## config.mk

```make
export PLATFORM = sky130hd
export DESIGN_NAME = wsp_top
export DESIGN_NICKNAME = d
export VERILOG_FILES = /design/src/rtl/wsp_pkg.sv /design/src/rtl/wsp_ctrl.sv /design/src/rtl/wsp_seg.sv /design/src/rtl/wsp_data.sv /design/src/rtl/wsp_top.sv
export SDC_FILE = /design/constraint.sdc
export NUM_CORES = 1
export LEC_CHECK = 0
export ABC_CLOCK_PERIOD_IN_PS = 2300
export BUFFER_PORTS_ARGS = -buffer_cell sky130_fd_sc_hd__buf_2
export CAP_MARGIN = 20
export CORE_MARGIN = 5
export CORE_UTILIZATION = 45
export DETAILED_ROUTE_END_ITERATION = 7
export PLACE_DENSITY_LB_ADDON = 0.05
export SETUP_SLACK_MARGIN = 0.05
export SLEW_MARGIN = 20
export SYNTH_ARGS = -nofsm -noshare
export SYNTH_HDL_FRONTEND = slang
export SYNTH_SLANG_ARGS = --single-unit
```

## constraint.sdc

```tcl
create_clock -name wrck -period 2.3 [get_ports wrck]
set_clock_uncertainty 0.15 [all_clocks]
set_input_delay 0.46 -clock wrck [delete_from_list [all_inputs] [get_ports wrck]]
set_output_delay 0.46 -clock wrck [all_outputs]
set_load 0.1 [all_outputs]
```

## src/rtl/wsp_pkg.sv

```systemverilog
package wsp_pkg;
  localparam int WIR_W  = 4;
  localparam int BND_W  = 8;
  localparam int BIST_W = 6;

  localparam logic [WIR_W-1:0] OP_BYPASS = 4'b0000;
  localparam logic [WIR_W-1:0] OP_EXTEST = 4'b0001;
  localparam logic [WIR_W-1:0] OP_INTEST = 4'b0010;
  localparam logic [WIR_W-1:0] OP_BIST   = 4'b0100;

  typedef enum logic [1:0] {SEG_BYP, SEG_BND, SEG_BIST} segSel_e;

  typedef struct packed {
    logic shift;
    logic capture;
    logic update;
  } wspStb_t;

  // The top bit marks the parallel group; that group and unknown codes fall to bypass
  function automatic segSel_e decodeWir(input logic [WIR_W-1:0] code);
    if (code[WIR_W-1])                            return SEG_BYP;
    else if (code == OP_EXTEST || code == OP_INTEST) return SEG_BND;
    else if (code == OP_BIST)                        return SEG_BIST;
    else                                             return SEG_BYP;
  endfunction
endpackage

```

## src/rtl/wsp_ctrl.sv

```systemverilog
module wsp_ctrl
  import wsp_pkg::*;
(
  input  logic    clk,
  input  logic    rstN,
  input  logic    si,
  input  logic    shiftEn,
  input  logic    captureEn,
  input  logic    updateEn,
  output logic    chainOut,
  output logic    selWir,
  output logic    wirSo,
  output segSel_e segSel,
  output wspStb_t bypStb,
  output wspStb_t bndStb,
  output wspStb_t bistStb
);
  logic             selShift, selUpd;
  logic [WIR_W-1:0] wirShift, wirUpd;

  // Selector: always on the path; its update stage holds the routing for the scan
  always_ff @(posedge clk or negedge rstN) begin
    if (!rstN) begin
      selShift <= 1'b0;
      selUpd   <= 1'b0;
    end else begin
      if (captureEn)    selShift <= selUpd;
      else if (shiftEn) selShift <= si;
      if (updateEn)     selUpd   <= selShift;
    end
  end

  // Instruction register, active only while routed by the selector
  always_ff @(posedge clk or negedge rstN) begin
    if (!rstN) begin
      wirShift <= OP_BYPASS;
      wirUpd   <= OP_BYPASS;
    end else if (selUpd) begin
      if (captureEn)    wirShift <= wirUpd;
      else if (shiftEn) wirShift <= {selShift, wirShift[WIR_W-1:1]};
      if (updateEn)     wirUpd   <= wirShift;
    end
  end

  assign chainOut = selShift;
  assign selWir   = selUpd;
  assign wirSo    = wirShift[0];
  assign segSel   = decodeWir(wirUpd);

  logic dataPath;
  assign dataPath = !selUpd;

  always_comb begin
    bypStb  = '0;
    bndStb  = '0;
    bistStb = '0;
    if (dataPath) begin
      unique case (segSel)
        SEG_BND:  bndStb  = '{shift: shiftEn, capture: captureEn, update: updateEn};
        SEG_BIST: bistStb = '{shift: shiftEn, capture: captureEn, update: updateEn};
        default:  bypStb  = '{shift: shiftEn, capture: captureEn, update: updateEn};
      endcase
    end
  end
endmodule

```

## src/rtl/wsp_seg.sv

```systemverilog
module wsp_seg
  import wsp_pkg::*;
#(
  parameter int W       = 8,
  parameter bit HAS_UPD = 1'b1
) (
  input  logic         clk,
  input  logic         rstN,
  input  logic         serIn,
  input  wspStb_t      stb,
  input  logic [W-1:0] capIn,
  output logic         serOut,
  output logic [W-1:0] parOut
);
  logic [W-1:0] shiftQ;

  generate
    if (W == 1) begin : g_single
      always_ff @(posedge clk or negedge rstN) begin
        if (!rstN)            shiftQ <= '0;
        else if (stb.capture) shiftQ <= capIn;
        else if (stb.shift)   shiftQ <= serIn;
      end
    end else begin : g_multi
      always_ff @(posedge clk or negedge rstN) begin
        if (!rstN)            shiftQ <= '0;
        else if (stb.capture) shiftQ <= capIn;
        else if (stb.shift)   shiftQ <= {serIn, shiftQ[W-1:1]};
      end
    end

    if (HAS_UPD) begin : g_upd
      logic [W-1:0] updQ;
      always_ff @(posedge clk or negedge rstN) begin
        if (!rstN)           updQ <= '0;
        else if (stb.update) updQ <= shiftQ;
      end
      assign parOut = updQ;
    end else begin : g_noupd
      logic unusedUpd;
      assign unusedUpd = stb.update;
      assign parOut    = '0;
    end
  endgenerate

  assign serOut = shiftQ[0];
endmodule

```

## src/rtl/wsp_data.sv

```systemverilog
module wsp_data
  import wsp_pkg::*;
#(
  parameter int BND_N  = BND_W,
  parameter int BIST_N = BIST_W
) (
  input  logic              clk,
  input  logic              rstN,
  input  logic              chainIn,
  input  logic              selWir,
  input  logic              wirSo,
  input  segSel_e           segSel,
  input  wspStb_t           bypStb,
  input  wspStb_t           bndStb,
  input  wspStb_t           bistStb,
  input  logic [BND_N-1:0]  bndCapIn,
  input  logic [BIST_N-1:0] bistCapIn,
  output logic              so,
  output logic [BND_N-1:0]  bndPo,
  output logic [BIST_N-1:0] bistPo
);
  logic bypSo, bndSo, bistSo;
  logic unusedBypPo;

  wsp_seg #(.W(1), .HAS_UPD(1'b0)) u_byp (
    .clk(clk), .rstN(rstN), .serIn(chainIn), .stb(bypStb),
    .capIn(1'b0), .serOut(bypSo), .parOut(unusedBypPo)
  );

  wsp_seg #(.W(BND_N), .HAS_UPD(1'b1)) u_bnd (
    .clk(clk), .rstN(rstN), .serIn(chainIn), .stb(bndStb),
    .capIn(bndCapIn), .serOut(bndSo), .parOut(bndPo)
  );

  wsp_seg #(.W(BIST_N), .HAS_UPD(1'b1)) u_bist (
    .clk(clk), .rstN(rstN), .serIn(chainIn), .stb(bistStb),
    .capIn(bistCapIn), .serOut(bistSo), .parOut(bistPo)
  );

  always_comb begin
    if (selWir) so = wirSo;
    else begin
      unique case (segSel)
        SEG_BND:  so = bndSo;
        SEG_BIST: so = bistSo;
        default:  so = bypSo;
      endcase
    end
  end
endmodule

```

## src/rtl/wsp_top.sv

```systemverilog
module wsp_top
  import wsp_pkg::*;
#(
  parameter int BND_N  = BND_W,
  parameter int BIST_N = BIST_W
) (
  input  logic              wrck,
  input  logic              wrstN,
  input  logic              wsi,
  input  logic              shiftWr,
  input  logic              captureWr,
  input  logic              updateWr,
  input  logic [BND_N-1:0]  bndCapIn,
  input  logic [BIST_N-1:0] bistCapIn,
  output logic              wso,
  output logic [BND_N-1:0]  bndPo,
  output logic [BIST_N-1:0] bistPo
);
  logic    chainOut, selWir, wirSo;
  segSel_e segSel;
  wspStb_t bypStb, bndStb, bistStb;

  wsp_ctrl u_ctrl (
    .clk(wrck), .rstN(wrstN), .si(wsi), .shiftEn(shiftWr),
    .captureEn(captureWr), .updateEn(updateWr), .chainOut(chainOut),
    .selWir(selWir), .wirSo(wirSo), .segSel(segSel),
    .bypStb(bypStb), .bndStb(bndStb), .bistStb(bistStb)
  );

  wsp_data #(.BND_N(BND_N), .BIST_N(BIST_N)) u_data (
    .clk(wrck), .rstN(wrstN), .chainIn(chainOut), .selWir(selWir),
    .wirSo(wirSo), .segSel(segSel), .bypStb(bypStb), .bndStb(bndStb),
    .bistStb(bistStb), .bndCapIn(bndCapIn), .bistCapIn(bistCapIn),
    .so(wso), .bndPo(bndPo), .bistPo(bistPo)
  );
endmodule

```

## Word-level counts from Yosys, hierarchy flattened

Cells that the tools add are included.

| word-level totals | value |
|---|---|
| flip-flop bits (word level) | 39 |
| bits of input ports | 20 |

| operators by class | value |
|---|---|
| equal/unequal tests | 5 |
| multiplexer cells | 21 |
| reductions and logical operators | 8 |

Operators with widths:

| kind | count |
|---|---|
| $mux 3 | 6 |
| $mux 8 | 2 |
| $mux 6 | 2 |
| $mux 4 | 2 |
| $reduce_bool 2->1 | 4 |
| $mux 2 | 3 |
| $mux 1 | 5 |
| $eq 4x1->1 const B | 1 |
| $eq 4x2->1 const B | 1 |
| $eq 4x3->1 const B | 1 |
| $reduce_and 2->1 | 2 |
| $eq 2x1->1 const B | 1 |
| $eq 2x2->1 const B | 1 |
| $pmux 1 s2 | 1 |
| $reduce_or 2->1 | 1 |
| $logic_or 1x1->1 | 1 |

## Depth between registers and ports, before layout

Gate-level depths: netlist (run 1).

| depth | value |
|---|---|
| word-level depth | 10 |
| depth in mapped cells | 8 |
| depth with buffers taken out | 7 |

## Modules after synthesis

A second synthesis (run 1) with hierarchy kept.

| second synthesis, totals | value |
|---|---|
| cell total of the unflattened synthesis | 161 |
| area total of the unflattened synthesis | 1,933.1 um^2 |

By module, submodules not included:

| module | times used | cells an instance | area an instance (um^2) |
|---|---|---|---|
| wsp_seg (u_data.u_bnd) | 1 | 51 | 704.4 |
| wsp_ctrl | 1 | 55 | 564.3 |
| wsp_seg (u_data.u_bist) | 1 | 39 | 530.5 |
| wsp_data | 1 | 10 | 78.8 |
| wsp_seg (u_data.u_byp) | 1 | 6 | 55.1 |

## Worst setup path before layout (run 1)

No wires, ideal clock.

| timing path | value |
|---|---|
| path type | register -> output |
| from | reg u_ctrl.wirUpd[0] |
| to | out wso |
| arrival time | 3.737 ns |
| required time | 1.690 ns |
| slack | -2.047 ns |
| stages on the path, launching flop included | 6 |
| path buffers | 0 |
| path through | dfrtp_1 -> or4b_2 -> inv_1 -> ha_1 -> nor2b_1 -> o31ai_1 |

| on the way | value |
|---|---|
| word-level cells in the longest chain between the ends | 7 |

Ends and longest elaborated chain:

| element | RTL line | RTL |
|---|---|---|
| start: declaration | wsp_ctrl.sv:19 | `logic [WIR_W-1:0] wirShift, wirUpd;` |
| start signal: assignment | wsp_ctrl.sv:41 | `if (updateEn) wirUpd <= wirShift;` |
| $eq 4x3->1 (tied with other cells) | wsp_pkg.sv:23 | `else if (code == OP_BIST) return SEG_BIST;` |
| $mux 2 / $logic_or 1x1->1 (equally long branches) | wsp_pkg.sv:23, wsp_pkg.sv:22 |  |
| $mux 2 * | wsp_pkg.sv:22 | `else if (code == OP_EXTEST \|\| code == OP_INTEST) return SEG_BND;` |
| $mux 2 * | wsp_pkg.sv:21 | `if (code[WIR_W-1]) return SEG_BYP;` |
| $eq 2x2->1 / $eq 2x1->1 (equally long branches) | wsp_data.sv:43 | `unique case (segSel)` |
| $pmux 1 s2 * | wsp_data.sv:43 |  |
| $mux 1 * | wsp_data.sv:41 | `if (selWir) so = wirSo;` |
| end: declaration | wsp_top.sv:15 | `output logic wso,` |

Every way passes the cells marked *; elsewhere a longest branch is shown, timed or not.

## Worst setup path after layout (run 1)

| timing path | value |
|---|---|
| from | reg u_ctrl.wirUpd[1] |
| to | out wso |

Same word-level chain as after synthesis.

==> impl_metrics.toml, run 1 <==
[outcome]
status = "finished, violations left"
violations = "negative setup slack"

[worst_setup_path]
cp_max_fo = 3
path_buf_inv = 2
ff2ff_path_depth = 7
cp_top_family = "simple AND/OR/NAND/NOR gates"
worstPathCellList = "or4b_4, inv_2, ha_4, nor2b_4, o31ai_4, buf_12"
required_ns = 1.69
ff2ff_setup_slack_ns = 0.10
cp-end-kind = "output pin"
r2r-end = "u_data.u_bist.shiftQ[4]$_DFFE_PN0P_"
cpPeakStageDelay_ns = 0.54
reg2reg_from = "u_ctrl.wirUpd[1]$_DFFE_PN0P_"
crit_type = "reg -> out"
start_kind = "register"
cp_slowest_cell = "or4b_4"
arrival_ns = 2.07
cp-startpoint = "u_ctrl.wirUpd[1]$_DFFE_PN0P_"

[clocking]
cts_root_buffer = "clkbuf_8"
htree_levels = 2
cts_buffers = 5
cts.clk_slew.worst_paths_ns = 0.07
cts_buffer_depth = 2
cts_tree = "yes"
worst_skew_pair.late_latency_ns = 0.29
clock-sinks = 39
postCtsHoldBufs = 0

[layout]
final_cell_area_mm2 = 0.002286
final_cell_mix = "dfrtp_1, buf_2, mux2_2"
antennaDiodeCount = 0
synthToLayoutAreaGrowth_pct = 28.39
fin_cells = 240
layout.nets = 213
final_common_cell = "dfrtp_1"
drive_gt1_share_pct = 50.52

[power_and_ir_drop]
p_leak_nw = 1.155
pwr_density_cell_mw_per_mm2 = 1206
peakVddDrop_v = 0.0008301

[place]
hpwl_mm = 2.804
place_inst = 230
portBuffers = 34
gp_congestion = 0.7532
placedInstanceArea_mm2 = 0.002133

[worst_hold_path]
hold_class = "in -> async"

[route]
antenna_left = 0
drt-vias-per-instance = 5.508
post-route-drc-count = 0
via_count = 1322
initialDrtViolationCount = 83
wl_per_cell_um = 15.96
first_pass_iters = 4
wl_mm = 3.830

[sta]
layout_setup_ws_ns = -0.3830
final-hold-violation-count = 0
min_period_ns = 2.683
fmax_ghz = 0.3727
max-slew-margin-rel_pct = 59.76
slew_violations = 0
worst_pin_slew_ns = 0.6037
post-route-period-util_pct = 116.7
rsz0062_at_grt = "true"
finalSetupViolCount = 1

[synth]
yosys-top-cells-area = "dfrtp_1, mux2_2, o21ai_0, a22o_1, o22ai_1"
synth_area_mm2 = 0.001780
yosys.area.top_type_share_pct = 54.81
synth.distinct_cells = 26
syn-instance-count = 141
synth_seq_area_share_pct = 54.81
syn_area_per_cell_um2 = 12.63
yosysTopAreaCell = "dfrtp_1"
ys_ff_latch = 39
synth_fp_nets = 163
yosysWarnings = 0

[floorplanning]
fp.coreArea_mm2 = 0.003744
die_area_mm2 = 0.005314
io_pins = 35
die_w_um = 72.90
start_util_pct = 47.56
row_count = 22
die_y_um = 72.90

[global_routing]
grt_first_pass_wirelength_mm = 6.651
first_global_vias = 1453
grt_overflow_total = 0
grt_usage_pct = 16.44
antenna_found_initial = 0
grt_max_degree = 28

[run]
maxCapViolations = 0
[metal layers]
metal / up-vias / global-route usage [%] / part of all wire (%)
li1: 619 / - / -
met1: 648 / 19.32 / 42
met2: 44 / 26.95 / 48
met3: 11 / 6.061 / 7.5
met4: 0 / 6.967 / 2.2
met5: - / 0 / 0
[flip-flops by register name, summed over array words and instances (netlist names)]
signal                flops
u_data.u_bnd.parOut       8
u_data.u_byp.serOut       1
u_data.u_bist.shiftQ      6
u_ctrl.selWir             1
u_data.u_bist.parOut      6
u_ctrl.wirUpd             4
u_ctrl.chainOut           1
u_data.u_bnd.shiftQ       8
u_ctrl.wirShift           4
[worst max-delay path by stage]
stage	to	cells past startpoint
final	wso	6
after global placement	wso	6
after global routing	wso	6
after CTS	wso	6
after floorplan	wso	5
after detailed placement	wso	6
[cell families after synthesis]
kind of cell	after synthesis	synth area share, %
AOI/OAI and AO/OA	36	12.30
DFF	39	54.81
adders and majority gates	2	1.405
buffers and inverters	9	2.881
and+or+nand+nor	22	7.942
muxes	32	20.17
xor gates and xnor gates	1	0.4920
[Yosys cell counts, drive strengths merged]
master,n
nand3b,4
inv,3
buf,5
or3,1
and3b,1
mux2,31
o31ai,1
a221oi,1
dfrtp,39
clkbuf,1
xnor2,1
or4b,1
or2,1
nand2,8
nand2b,2
o21ai,20
nor3b,1
ha,2
o22ai,8
nor2,1
nor2b,2
a22o,6
mux2i,1
[layout make-up]
class                           instances  area, µm²
Timing Repair Buffer                   49      317.8
Fill cell                             330       1458
Sequential cell                        39      975.9
Tap cell                               48      60.06
Clock inverter                          1      5.005
Inverter                                3      11.26
Clock buffer                            7      76.32
Multi-Input combinational cell         93      839.6
[stage by stage]
stage / utilization [%] / power, mW / worst slack (ns) / setup TNS, ns / hold WS (ns)
after floorplan: - / 1.889 / -0.5011 / -0.5011 / 0.01441
after global placement: 56.99 / 2.212 / -0.1400 / -0.1400 / 0.3326
after detailed placement: 56.99 / 2.245 / -0.1763 / -0.1763 / 0.3379
after CTS: 59.79 / 2.715 / -0.3864 / -0.3864 / 0.03978
after global routing: 61.06 / 2.920 / -0.4656 / -0.4656 / 0.07729
final: 61.06 / 2.756 / -0.3830 / -0.3830 / 0.02683
[what timing repair did]
item                                    4_1_cts  5_1_grt
resized for setup                             6       13
endpoints found under the setup margin        1       15
pin swaps                                     2        0
setup buffers                                 0        2
[where the power goes]
| part | leakage, nW | internal [mW] | switching, mW |
|---|---|---|---|
| sequential | 0.532 | 0.854 | 0.141 |
| clock | 0.0422 | 0.212 | 0.218 |
| combinational | 0.580 | 0.543 | 0.788 |
| total | 1.15 | 1.61 | 1.15 |
Power figures use the tool's default switching activity.
==> run 2, diff against run 1 <==
--- a/config.mk
+++ b/config.mk
@@ -8,7 +8,7 @@
 export ABC_CLOCK_PERIOD_IN_PS = 2300
 export BUFFER_PORTS_ARGS = -buffer_cell sky130_fd_sc_hd__buf_2
 export CAP_MARGIN = 20
-export CORE_MARGIN = 5
+export CORE_MARGIN = 2
 export CORE_UTILIZATION = 45
 export DETAILED_ROUTE_END_ITERATION = 7
 export PLACE_DENSITY_LB_ADDON = 0.05
==> run 2 against run 1 <==
Effect of this change:
- the flow still finishes with violations (negative setup slack)
- hold slack better by 0.30 ns
- clock-buffer cell count unchanged
- first-iteration DRC count up 4.8%
- setup slack better by 0.0025 ns
- die area down 16%
- fmax about the same
- wire length down 2.8%
- critical path type unchanged
- critical endpoint unchanged
- highest routed layer unchanged
==> impl_metrics.toml, run 2 (synthesized netlist as in run 1, its figures left out) <==
[worst_setup_path]
r2r-end = "u_data.u_bist.shiftQ[4]$_DFFE_PN0P_"
cp-end-kind = "output pin"
cp-startpoint = "u_ctrl.wirUpd[1]$_DFFE_PN0P_"
cp_max_fo = 3
endpoint = "wso"
ff2ff_path_depth = 7
crit_type = "reg -> out"
required_ns = 1.69
ff2ff_setup_slack_ns = 0.12
start_kind = "register"
reg2reg_from = "u_ctrl.wirUpd[1]$_DFFE_PN0P_"
arrival_ns = 2.07

[clocking]
cts_root_buffer = "clkbuf_8"
cts.clk_slew.worst_paths_ns = 0.07
cts_buffer_depth = 2
clock-sinks = 39
cts_tree = "yes"
htree_levels = 2
worst_skew_pair.late_latency_ns = 0.29
cts_buffers = 5

[sta]
min_period_ns = 2.680
layout_setup_ws_ns = -0.3804
finalSetupTns_ns = -0.3804
fmax_ghz = 0.3731
worst_pin_slew_ns = 0.5435
finalSetupViolCount = 1
rsz0062_at_grt = "true"
slew_violations = 0
final-hold-violation-count = 0
max-slew-margin-rel_pct = 63.77
post-route-period-util_pct = 116.5

[place]
portBuffers = 34
hpwl_mm = 2.680
gp_congestion = 0.7706

[layout]
final_common_cell = "dfrtp_1"
utilization_pct = 60.59
drive_gt1_share_pct = 48.95
fillers = 323
final_cell_mix = "dfrtp_1, buf_2, mux2_2"
multi_input_area_um2 = 834.6
synthToLayoutAreaGrowth_pct = 27.41
antennaDiodeCount = 0
layout.nets = 211
seq_area_um2 = 975.9

[power_and_ir_drop]
p_total_mw = 2.729
peakVddDrop_v = 0.0007785
p_leak_nw = 1.146
pwr_density_cell_mw_per_mm2 = 1203

[route]
wl_per_cell_um = 15.65
antenna_left = 0
drt-vias-per-instance = 5.504
wl_mm = 3.724
initialDrtViolationCount = 87
first_pass_iters = 4
post-route-drc-count = 0
via_count = 1310

[floorplanning]
fp.coreArea_mm2 = 0.003744
die_w_um = 66.90
io_pins = 35
die_y_um = 66.90
die_area_mm2 = 0.004476
row_count = 22
start_util_pct = 47.56

[global_routing]
grt_usage_pct = 19.24
grt_first_pass_wirelength_mm = 6.292
grt_overflow_total = 0
grt_max_degree = 19
antenna_found_initial = 0
first_global_vias = 1299

[run]
maxCapViolations = 0

[outcome]
status = "finished, violations left"
violations = "negative setup slack"

[worst_hold_path]
hold_class = "in -> reg"
-- run 2: changes by cell type in the layout (fill, tap and decap cells not counted), sizes merged --
cell / change
buf: -3
dlygate4sd3: +1
-- run 2: critical path, stage by stage, from the launching register on --
cell     delay (ns)
dfrtp_1        0.41
or4b_4         0.54
inv_2          0.08
ha_4           0.21
nor2b_4        0.13
o31ai_4        0.21
buf_12         0.21
-- run 2: what timing repair did --
item                       4_1_cts  5_1_grt
gates cloned                     0        0
buffers inserted                 1        0
pin swaps                        2        0
gates resized for setup          1       12
setup endpoints to repair        7       13
hold buffers                     1        0
hold endpoints to repair        16        0
-- run 2: worst min path at each step --
stage          startpoint  depth (start not counted)                                 end  slack, ns
6_report         updateWr                          2           u_ctrl.selWir$_DFFE_PN0P_       0.32
2_1_floorplan       wrstN                          0         u_ctrl.chainOut$_DFFE_PN0N_       0.01
3_5_place_dp        wrstN                          1  u_data.u_bnd.parOut[6]$_DFFE_PN0P_       0.27
3_3_place_gp        wrstN                          1  u_data.u_bnd.parOut[3]$_DFFE_PN0P_       0.26
5_1_grt          updateWr                          2           u_ctrl.selWir$_DFFE_PN0P_       0.32
4_1_cts          updateWr                          2           u_ctrl.selWir$_DFFE_PN0P_       0.31
-- run 2: layout make-up --
class,instances,area share [%]
Clock buffer,7,3.365
Inverter,3,0.4964
Multi-Input combinational cell,93,36.79
Sequential cell,39,43.02
Tap cell,48,2.648
Timing Repair Buffer,47,13.46
Clock inverter,1,0.2206
-- run 2: routing by layer --
metal  part of all wire [%]  routed length (µm)  track usage (%)
met2                     48                1797            31.13
met4                    1.8                  67            6.888
met5                      0                   0                0
met1                     45                1668            25.43
met3                    5.1                 191            4.054
-- run 2: where the power goes --
| part | total, mW | internal (mW) | leakage [nW] | switching (mW) |
|---|---|---|---|---|
| combinational | 1.30 | 0.522 | 0.571 | 0.778 |
| clock | 0.432 | 0.213 | 0.0422 | 0.219 |
| sequential | 0.997 | 0.854 | 0.532 | 0.143 |
-- run 2: per-stage QoR --
step,setup slack [ns],area [µm²],cells,hold slack (ns)
after CTS,-0.3921,2223,238,0.3133
after detailed placement,-0.1765,2118,228,0.2683
after global placement,-0.1399,2118,228,0.2560
final,-0.3804,2268,238,0.3246
after floorplan,-0.5011,1818,141,0.01441
after global routing,-0.4584,2268,238,0.3199
